$ cat src/rtl/tlp_qw_pkg.sv
package tlp_qw_pkg;
  localparam int unsigned DW_W      = 32;
  localparam int unsigned BEAT_W    = 2 * DW_W;
  localparam int unsigned FMT4_BIT  = 29;
  localparam int unsigned FMTD_BIT  = 30;
  localparam int unsigned TYPE_HI   = 28;
  localparam int unsigned TYPE_LO   = 25;
  localparam logic [3:0]  CPL_TYPE  = 4'b0101;
  localparam int unsigned TAG_LO    = 8;
  localparam int unsigned A2_BIT    = 2;
  localparam int unsigned IDX_W     = 3;
  localparam logic [IDX_W-1:0] IDX_SAT = 3'd4;

  typedef struct packed {
    logic [BEAT_W-1:0] data;
    logic [1:0]        dv;
    logic              sop;
    logic              eop;
  } beat_t;
endpackage

$ cat src/rtl/tlp_dw_bswap.sv
module tlp_dw_bswap #(
  parameter int unsigned BYTES = 4
) (
  input  logic [8*BYTES-1:0] dw_i,
  output logic [8*BYTES-1:0] dw_o
);
  for (genvar b = 0; b < BYTES; b++) begin : g_byte
    assign dw_o[8*b +: 8] = dw_i[8*(BYTES-1-b) +: 8];
  end
endmodule

$ cat src/rtl/tlp_hdr_track.sv
module tlp_hdr_track
  import tlp_qw_pkg::*;
#(
  parameter int unsigned TAG_W         = 8,
  parameter logic [TAG_W-1:0] CFGIO_TAG_MIN = 8'hF0
) (
  input  logic            clk_i,
  input  logic            rst_ni,
  input  logic            acc_i,
  input  logic [DW_W-1:0] dw_i,
  input  logic            sop_i,
  input  logic            eop_i,
  output logic            is_hdr_o,
  output logic            pad_after_o
);
  logic [IDX_W-1:0] idx_q, idx;
  logic             fmt4_q, data_q, cpl_q;
  logic             fmt4, data, cpl;
  logic [IDX_W-1:0] last_idx;
  logic             at_last, cfgio, a2;
  logic [TAG_W-1:0] tag;

  assign idx  = sop_i ? '0 : idx_q;
  assign fmt4 = (idx == '0) ? dw_i[FMT4_BIT] : fmt4_q;
  assign data = (idx == '0) ? dw_i[FMTD_BIT] : data_q;
  assign cpl  = (idx == '0) ? (dw_i[TYPE_HI:TYPE_LO] == CPL_TYPE) : cpl_q;

  assign last_idx = fmt4 ? IDX_W'(3) : IDX_W'(2);
  assign is_hdr_o = (idx <= last_idx);
  assign at_last  = (idx == last_idx);

  // placement bit lives in the last header dword for every header shape
  assign tag   = dw_i[TAG_LO +: TAG_W];
  assign cfgio = cpl && !fmt4 && (tag >= CFGIO_TAG_MIN);
  assign a2    = cfgio ? 1'b0 : dw_i[A2_BIT];
  // pad needed when the lane after the header differs from the address lane
  assign pad_after_o = at_last && data && (fmt4 ? a2 : !a2);

  always_ff @(posedge clk_i or negedge rst_ni) begin
    if (!rst_ni) begin
      idx_q  <= '0;
      fmt4_q <= 1'b0;
      data_q <= 1'b0;
      cpl_q  <= 1'b0;
    end else if (acc_i) begin
      if (eop_i)              idx_q <= '0;
      else if (idx != IDX_SAT) idx_q <= idx + 1'b1;
      else                     idx_q <= idx;
      if (idx == '0) begin
        fmt4_q <= fmt4;
        data_q <= data;
        cpl_q  <= cpl;
      end
    end
  end

  // a pad is only ever requested ahead of payload, so the packet cannot end there
  assert_pad_not_eop_R4: assert property (@(posedge clk_i) disable iff (!rst_ni)
    acc_i && pad_after_o |-> !eop_i);
  // packet boundary restarts the header count
  assert_idx_restart_R10: assert property (@(posedge clk_i) disable iff (!rst_ni)
    acc_i && eop_i |=> idx_q == '0);
endmodule

$ cat src/rtl/tlp_qw_packer.sv
module tlp_qw_packer
  import tlp_qw_pkg::*;
(
  input  logic              clk_i,
  input  logic              rst_ni,
  input  logic              slot_valid_i,
  output logic              slot_ready_o,
  input  logic [DW_W-1:0]   slot_dw_i,
  input  logic              slot_sop_i,
  input  logic              slot_eop_i,
  input  logic              slot_pad_after_i,
  output logic              out_valid_o,
  input  logic              out_ready_i,
  output logic [BEAT_W-1:0] out_data_o,
  output logic [1:0]        out_dv_o,
  output logic              out_sop_o,
  output logic              out_eop_o
);
  logic            lane_q;
  logic [DW_W-1:0] lo_dw_q;
  logic            lo_dv_q, lo_sop_q;
  logic            out_valid_q;
  beat_t           out_q, beat;
  logic            acc, emit;

  assign slot_ready_o = !out_valid_q || out_ready_i;
  assign acc          = slot_valid_i && slot_ready_o;
  assign emit         = acc && (lane_q || slot_pad_after_i || slot_eop_i);

  always_comb begin
    if (lane_q) begin
      beat.data = {slot_dw_i, lo_dw_q};
      beat.dv   = {1'b1, lo_dv_q};
      beat.sop  = lo_sop_q;
    end else begin
      beat.data = {{DW_W{1'b0}}, slot_dw_i};
      beat.dv   = 2'b01;
      beat.sop  = slot_sop_i;
    end
    beat.eop = slot_eop_i;
  end

  always_ff @(posedge clk_i or negedge rst_ni) begin
    if (!rst_ni) begin
      lane_q   <= 1'b0;
      lo_dw_q  <= '0;
      lo_dv_q  <= 1'b0;
      lo_sop_q <= 1'b0;
    end else if (acc) begin
      if (!lane_q) begin
        if (!slot_pad_after_i && !slot_eop_i) begin
          lo_dw_q  <= slot_dw_i;
          lo_dv_q  <= 1'b1;
          lo_sop_q <= slot_sop_i;
          lane_q   <= 1'b1;
        end
      end else if (slot_pad_after_i) begin
        // next beat opens with a pad in the low half
        lo_dw_q  <= '0;
        lo_dv_q  <= 1'b0;
        lo_sop_q <= 1'b0;
        lane_q   <= 1'b1;
      end else begin
        lane_q <= 1'b0;
      end
    end
  end

  always_ff @(posedge clk_i or negedge rst_ni) begin
    if (!rst_ni) begin
      out_valid_q <= 1'b0;
      out_q       <= '0;
    end else if (emit) begin
      out_valid_q <= 1'b1;
      out_q       <= beat;
    end else if (out_ready_i) begin
      out_valid_q <= 1'b0;
    end
  end

  assign out_valid_o = out_valid_q;
  assign out_data_o  = out_q.data;
  assign out_dv_o    = out_q.dv;
  assign out_sop_o   = out_q.sop;
  assign out_eop_o   = out_q.eop;

  assert_hold_beat_R11: assert property (@(posedge clk_i) disable iff (!rst_ni)
    out_valid_o && !out_ready_i |=> out_valid_o && $stable(out_data_o) && $stable(out_dv_o)
      && $stable(out_sop_o) && $stable(out_eop_o));
  assert_no_accept_stalled_R11: assert property (@(posedge clk_i) disable iff (!rst_ni)
    out_valid_o && !out_ready_i |-> !slot_ready_o);
  assert_dv_nonzero_R9: assert property (@(posedge clk_i) disable iff (!rst_ni)
    out_valid_o |-> out_dv_o != 2'b00);
  assert_sop_low_lane_R10: assert property (@(posedge clk_i) disable iff (!rst_ni)
    out_valid_o && out_sop_o |-> out_dv_o[0]);
  assert_lane_reset_R10: assert property (@(posedge clk_i) disable iff (!rst_ni)
    acc && slot_eop_i |=> !lane_q);
endmodule

$ cat src/rtl/tlp_qw_align.sv
module tlp_qw_align
  import tlp_qw_pkg::*;
#(
  parameter int unsigned TAG_W         = 8,
  parameter logic [TAG_W-1:0] CFGIO_TAG_MIN = 8'hF0
) (
  input  logic              clk_i,
  input  logic              rst_ni,
  input  logic              in_valid_i,
  output logic              in_ready_o,
  input  logic [DW_W-1:0]   in_dw_i,
  input  logic              in_sop_i,
  input  logic              in_eop_i,
  output logic              out_valid_o,
  input  logic              out_ready_i,
  output logic [BEAT_W-1:0] out_data_o,
  output logic [1:0]        out_dv_o,
  output logic              out_sop_o,
  output logic              out_eop_o
);
  localparam int unsigned DW_BYTES = DW_W / 8;

  logic            is_hdr, pad_after, acc;
  logic [DW_W-1:0] dw_swapped, slot_dw;

  assign acc = in_valid_i && in_ready_o;

  tlp_hdr_track #(
    .TAG_W(TAG_W),
    .CFGIO_TAG_MIN(CFGIO_TAG_MIN)
  ) u_track (
    .clk_i      (clk_i),
    .rst_ni     (rst_ni),
    .acc_i      (acc),
    .dw_i       (in_dw_i),
    .sop_i      (in_sop_i),
    .eop_i      (in_eop_i),
    .is_hdr_o   (is_hdr),
    .pad_after_o(pad_after)
  );

  tlp_dw_bswap #(.BYTES(DW_BYTES)) u_swap (
    .dw_i(in_dw_i),
    .dw_o(dw_swapped)
  );

  assign slot_dw = is_hdr ? in_dw_i : dw_swapped;

  tlp_qw_packer u_pack (
    .clk_i           (clk_i),
    .rst_ni          (rst_ni),
    .slot_valid_i    (in_valid_i),
    .slot_ready_o    (in_ready_o),
    .slot_dw_i       (slot_dw),
    .slot_sop_i      (in_sop_i),
    .slot_eop_i      (in_eop_i),
    .slot_pad_after_i(pad_after),
    .out_valid_o     (out_valid_o),
    .out_ready_i     (out_ready_i),
    .out_data_o      (out_data_o),
    .out_dv_o        (out_dv_o),
    .out_sop_o       (out_sop_o),
    .out_eop_o       (out_eop_o)
  );
endmodule

$ cat config.mk
export PLATFORM = sky130hd
export DESIGN_NAME = tlp_qw_align
export DESIGN_NICKNAME = d
export VERILOG_FILES = /design/src/rtl/tlp_qw_pkg.sv /design/src/rtl/tlp_dw_bswap.sv /design/src/rtl/tlp_hdr_track.sv /design/src/rtl/tlp_qw_packer.sv /design/src/rtl/tlp_qw_align.sv
export SDC_FILE = /design/constraint.sdc
export NUM_CORES = 1
export LEC_CHECK = 0
export BUFFER_PORTS_ARGS = -buffer_cell sky130_fd_sc_hd__buf_2
export CAP_MARGIN = 20
export CORE_UTILIZATION = 55
export CTS_CLUSTER_DIAMETER = 100
export DETAILED_ROUTE_END_ITERATION = 7
export HOLD_SLACK_MARGIN = 0.12
export PLACE_DENSITY_LB_ADDON = 0.12
export SLEW_MARGIN = 40
export SYNTH_ARGS = -nofsm -noshare
export SYNTH_HDL_FRONTEND = slang
export SYNTH_SLANG_ARGS = --single-unit
$ cat constraint.sdc
create_clock -name clk_i -period 6.1 [get_ports clk_i]
set_clock_uncertainty 0.05 [all_clocks]
set_input_delay 0.915 -clock clk_i [delete_from_list [all_inputs] [get_ports clk_i]]
set_output_delay 0.915 -clock clk_i [all_outputs]
set_load 0.005 [all_outputs]
==> results.tsv <==
stage	metric	value	unit
timing	finalSetupTns	0	ns
floorplanning	die-height	97.4	um
hold_path	worst_hold_path_type	reg2reg	
floorplanning	placementRows	34	
synth	netlist_instances	401	
timing	slew_violations	0	
power	vdd_drop_max	152	uV
grt	number_of_global_route_vias_before_repair	3670	
layout	fin_cells	610	
critical_path	worstPathCellList	buf_2 -> nand2b_1 -> ha_1 -> inv_1 -> nor2_2 -> o21ai_0 -> ha_1 -> nor3b_1 -> o221a_2 -> o2111a_2 -> o21a_4 -> mux2_1	
power	power_per_cell_area	375	nW/um^2
critical_path	critPathTopFamily	compound AO/OA/AOI/OAI gates	
synth	ys_seq_area_frac	0.550	
critical_path	crit_path_max_incr_delay	0.62	ns
routing	number_of_remaining_drc_errors	0	
grt	grt_remaining_overflow	0	
critical_path	timing_worst_setup_path_type	in2reg	
floorplanning	die_w	97.4	um
cts	tritoncts	yes	
routing	drt-wirelength-per-cell	19.5	um
critical_path	critical-path-top-cell-by-count	ha_1	
timing	fmax	261	MHz
critical_path	cp_slowest_cell	o21a_4	
timing	timing.final.crit_share	0.629	
layout	final_net_count	538	
timing	unrepaired_setup_endpoints_after_global_routing	no	
outcome	status	finished clean	
synth	synth_async_sr_flop_share	1.00	
timing	timing.max_slew.rel_slack	0.520	
layout	finalCoreUtilization	0.663	
power	leakage	2.91	nW
place	gpl.final_weighted_congestion	0.957	
cts	numCtsBuffers	9	
routing	routed-via-count	3638	
timing	worst_pin_slew	0.720	ns
critical_path	setup.worst_path.start_class	input port	
place	place.detailed.instances	594	
synth	syn_std_cell_area	5000	um^2
cts	post_cts.repair.setup_buffers	0	
cts	clk_pin_slew_worst_paths	0.10	ns
grt	gr-usage-all-layers	0.261	
critical_path	critical_path.endpoint_type	flip-flop	
cts	gates_resized_cts_repair	0	
critical_path	critPathBufInv	2	
synth	synthFlopType	dfrtp_1	
grt	grt_antenna_before_repair	0	
place	placement.io_buffers	107	
cts	clock_tree.root_cell	clkbuf_8	
critical_path	cp_data_arrival_time	4.04	ns
cts	cts.htree.levels	3	
routing	drt-vias-per-instance	5.96	
cts	tritoncts_num_sinks	110	
routing	drt_iter0_markers	217	
grt	global_route_wire_length_before_repair	19200	um
cts	insertion_delay	0.37	ns
synth	synth_cell_type_count	39	
synth	syn-mean-instance-area	12.5	um^2
floorplanning	initial_core_util	0.571	
synth	synth-edff-count	0	
floorplanning	floorplan.die_area	9480	um^2
cts	hold_buffers	0	
synth	yosysWarnings	0	
floorplanning	io_pins	108	
job	max_cap_violations	0	
cts	clockBufferDepth	2	
synth	yosys_register_bits	110	
floorplanning	placeableCoreArea	8760	um^2
critical_path	rr_worst_depth	11	
critical_path	cp_data_required_time	6.30	ns
place	dpl.hpwl	8040	um
routing	drt-total-wl	11900	um
timing	finalHoldViolations	0	
layout	layout-area-overhead-vs-synth	16.2	%
critical_path	cp.depth	12	
critical_path	worstPathMaxFanout	34	
routing	antenna_violating_nets_post_route	0	
synth	synthesis.nets	442	
timing	finalSetupViolations	0	
hold_path	whs_path_depth	1	
grt	pin_count_of_the_biggest_net_entering_global_routing	71	
layout	n_antenna_cell	0	
layout	final_layout_size_suffix_gt1_frac	0.347	
timing	fin_worst_hold_slack	0.446	ns
routing	drt_first_pass_iters	4	
timing	period_minus_slack	3.84	ns
-- state kept, by name, summed over array words and instances, names as in the netlist --
name and cells:
u_pack.lo_dv_q 1, u_pack.out_eop_o 1, u_pack.out_data_o 64, u_pack.out_dv_o 2, u_track.cpl_q 1, u_track.data_q 1
u_pack.out_valid_o 1, u_pack.lo_sop_q 1, u_track.fmt4_q 1, u_pack.lo_dw_q 32, u_pack.lane_q 1, u_pack.out_sop_o 1
u_track.idx_q 3
-- layout by cell type, fill, tap and decap left out, types with 2 or more instances in the layout --
master / synthesis / layout
a21o_1: 2 / 2
a21oi_1: 6 / 6
buf_2: 9 / 106
buf_4: 0 / 4
buf_6: 4 / 2
clkbuf_8: 0 / 11
dfrtp_1: 110 / 109
ha_1: 3 / 3
inv_1: 5 / 5
mux2_1: 4 / 4
mux2_2: 4 / 4
mux2_4: 29 / 29
mux2i_1: 32 / 32
nand2_1: 41 / 40
nand2b_1: 4 / 4
nand3_1: 2 / 2
nor2_1: 4 / 4
o21ai_0: 39 / 39
o22a_1: 2 / 2
o2bb2ai_1: 64 / 64
-- power by group --
part	total, W	switching, W	internal, W
clock network	0.000427	0.000252	0.000176
logic	0.000638	0.000272	0.000366
registers	0.00112	0.000158	0.000958
total	0.00218	0.000682	0.00150
-- synth_stat cells, types with 5 or more instances --
| cell | instances | area, um^2 |
|---|---|---|
| nand2_1 | 41 | 154 |
| dfrtp_1 | 110 | 2750 |
| buf_2 | 9 | 45.0 |
| o2bb2ai_1 | 64 | 561 |
| mux2_4 | 29 | 435 |
| o21ai_0 | 39 | 195 |
| a21oi_1 | 6 | 30.0 |
| inv_1 | 5 | 18.8 |
| mux2i_1 | 32 | 320 |
| clkbuf_1 | 15 | 56.3 |
-- stage by stage --
| stage | setup slack (ns) | power [W] | instance area [um^2] |
|---|---|---|---|
| after floorplan | 2.65 | 0.00148 | 5000 |
| after global placement | 1.76 | 0.00174 | 5580 |
| after detailed placement | 1.91 | 0.00177 | 5620 |
| after CTS | 2.30 | 0.00220 | 5810 |
| after global routing | 2.09 | 0.00231 | 5810 |
| final | 2.26 | 0.00218 | 5810 |
-- kinds of logic after synthesis --
logic type               count (synthesis)  share of synthesized area
AO/OA/AOI/OAI                          124                      0.182
AND/OR/NAND/NOR                         61                     0.0553
adder cells (fa/ha/maj)                  3                    0.00750
buffers and inverters                   33                     0.0330
multiplexers                            70                      0.172
flip-flops                             110                      0.550
-- per-layer routing --
metal	GRT usage	part of all wire	wire (um)
met5	0	0	0
met4	0.0848	0.013	159
met3	0.0518	0.059	702
met2	0.395	0.48	5700
met1	0.378	0.45	5330
-- layout make-up --
class / instances / area [um^2]
tap: 108 / 135
multi-input combinational: 258 / 2110
fill: 688 / 2950
clock buffer: 11 / 151
timing repair buffer: 113 / 598
clock inverter: 5 / 41.3
sequential: 110 / 2760
inverter: 5 / 18.8
-- worst reg2reg max path, stage by stage (launching register included) --
cell and delay, ns:
dfrtp_1 0.43, nand2b_1 0.13, ha_1 0.26, inv_1 0.12, nor2_2 0.22, o21ai_0 0.14, ha_1 0.31, nor3b_1 0.18
o221a_2 0.23, o2111a_2 0.31, o21a_4 0.62, mux2_1 0.41
-- path summary, 6_finish.rpt --
path                                    from                    to  slack (ns)
max in group asynchronous             rst_ni         u_pack.lane_q        4.50
setup reg to reg            u_track.idx_q[1]  u_pack.out_data_o[1]        2.59
hold / removal             u_pack.lo_dw_q[0]     u_pack.lo_dw_q[0]        0.45
setup / recovery                    in_sop_i  u_pack.out_data_o[1]        2.26
min in group asynchronous             rst_ni  u_pack.out_data_o[8]        0.48
hold reg to reg            u_pack.lo_dw_q[0]     u_pack.lo_dw_q[0]        0.45
No activity file was read; power rests on OpenSTA's default activity.
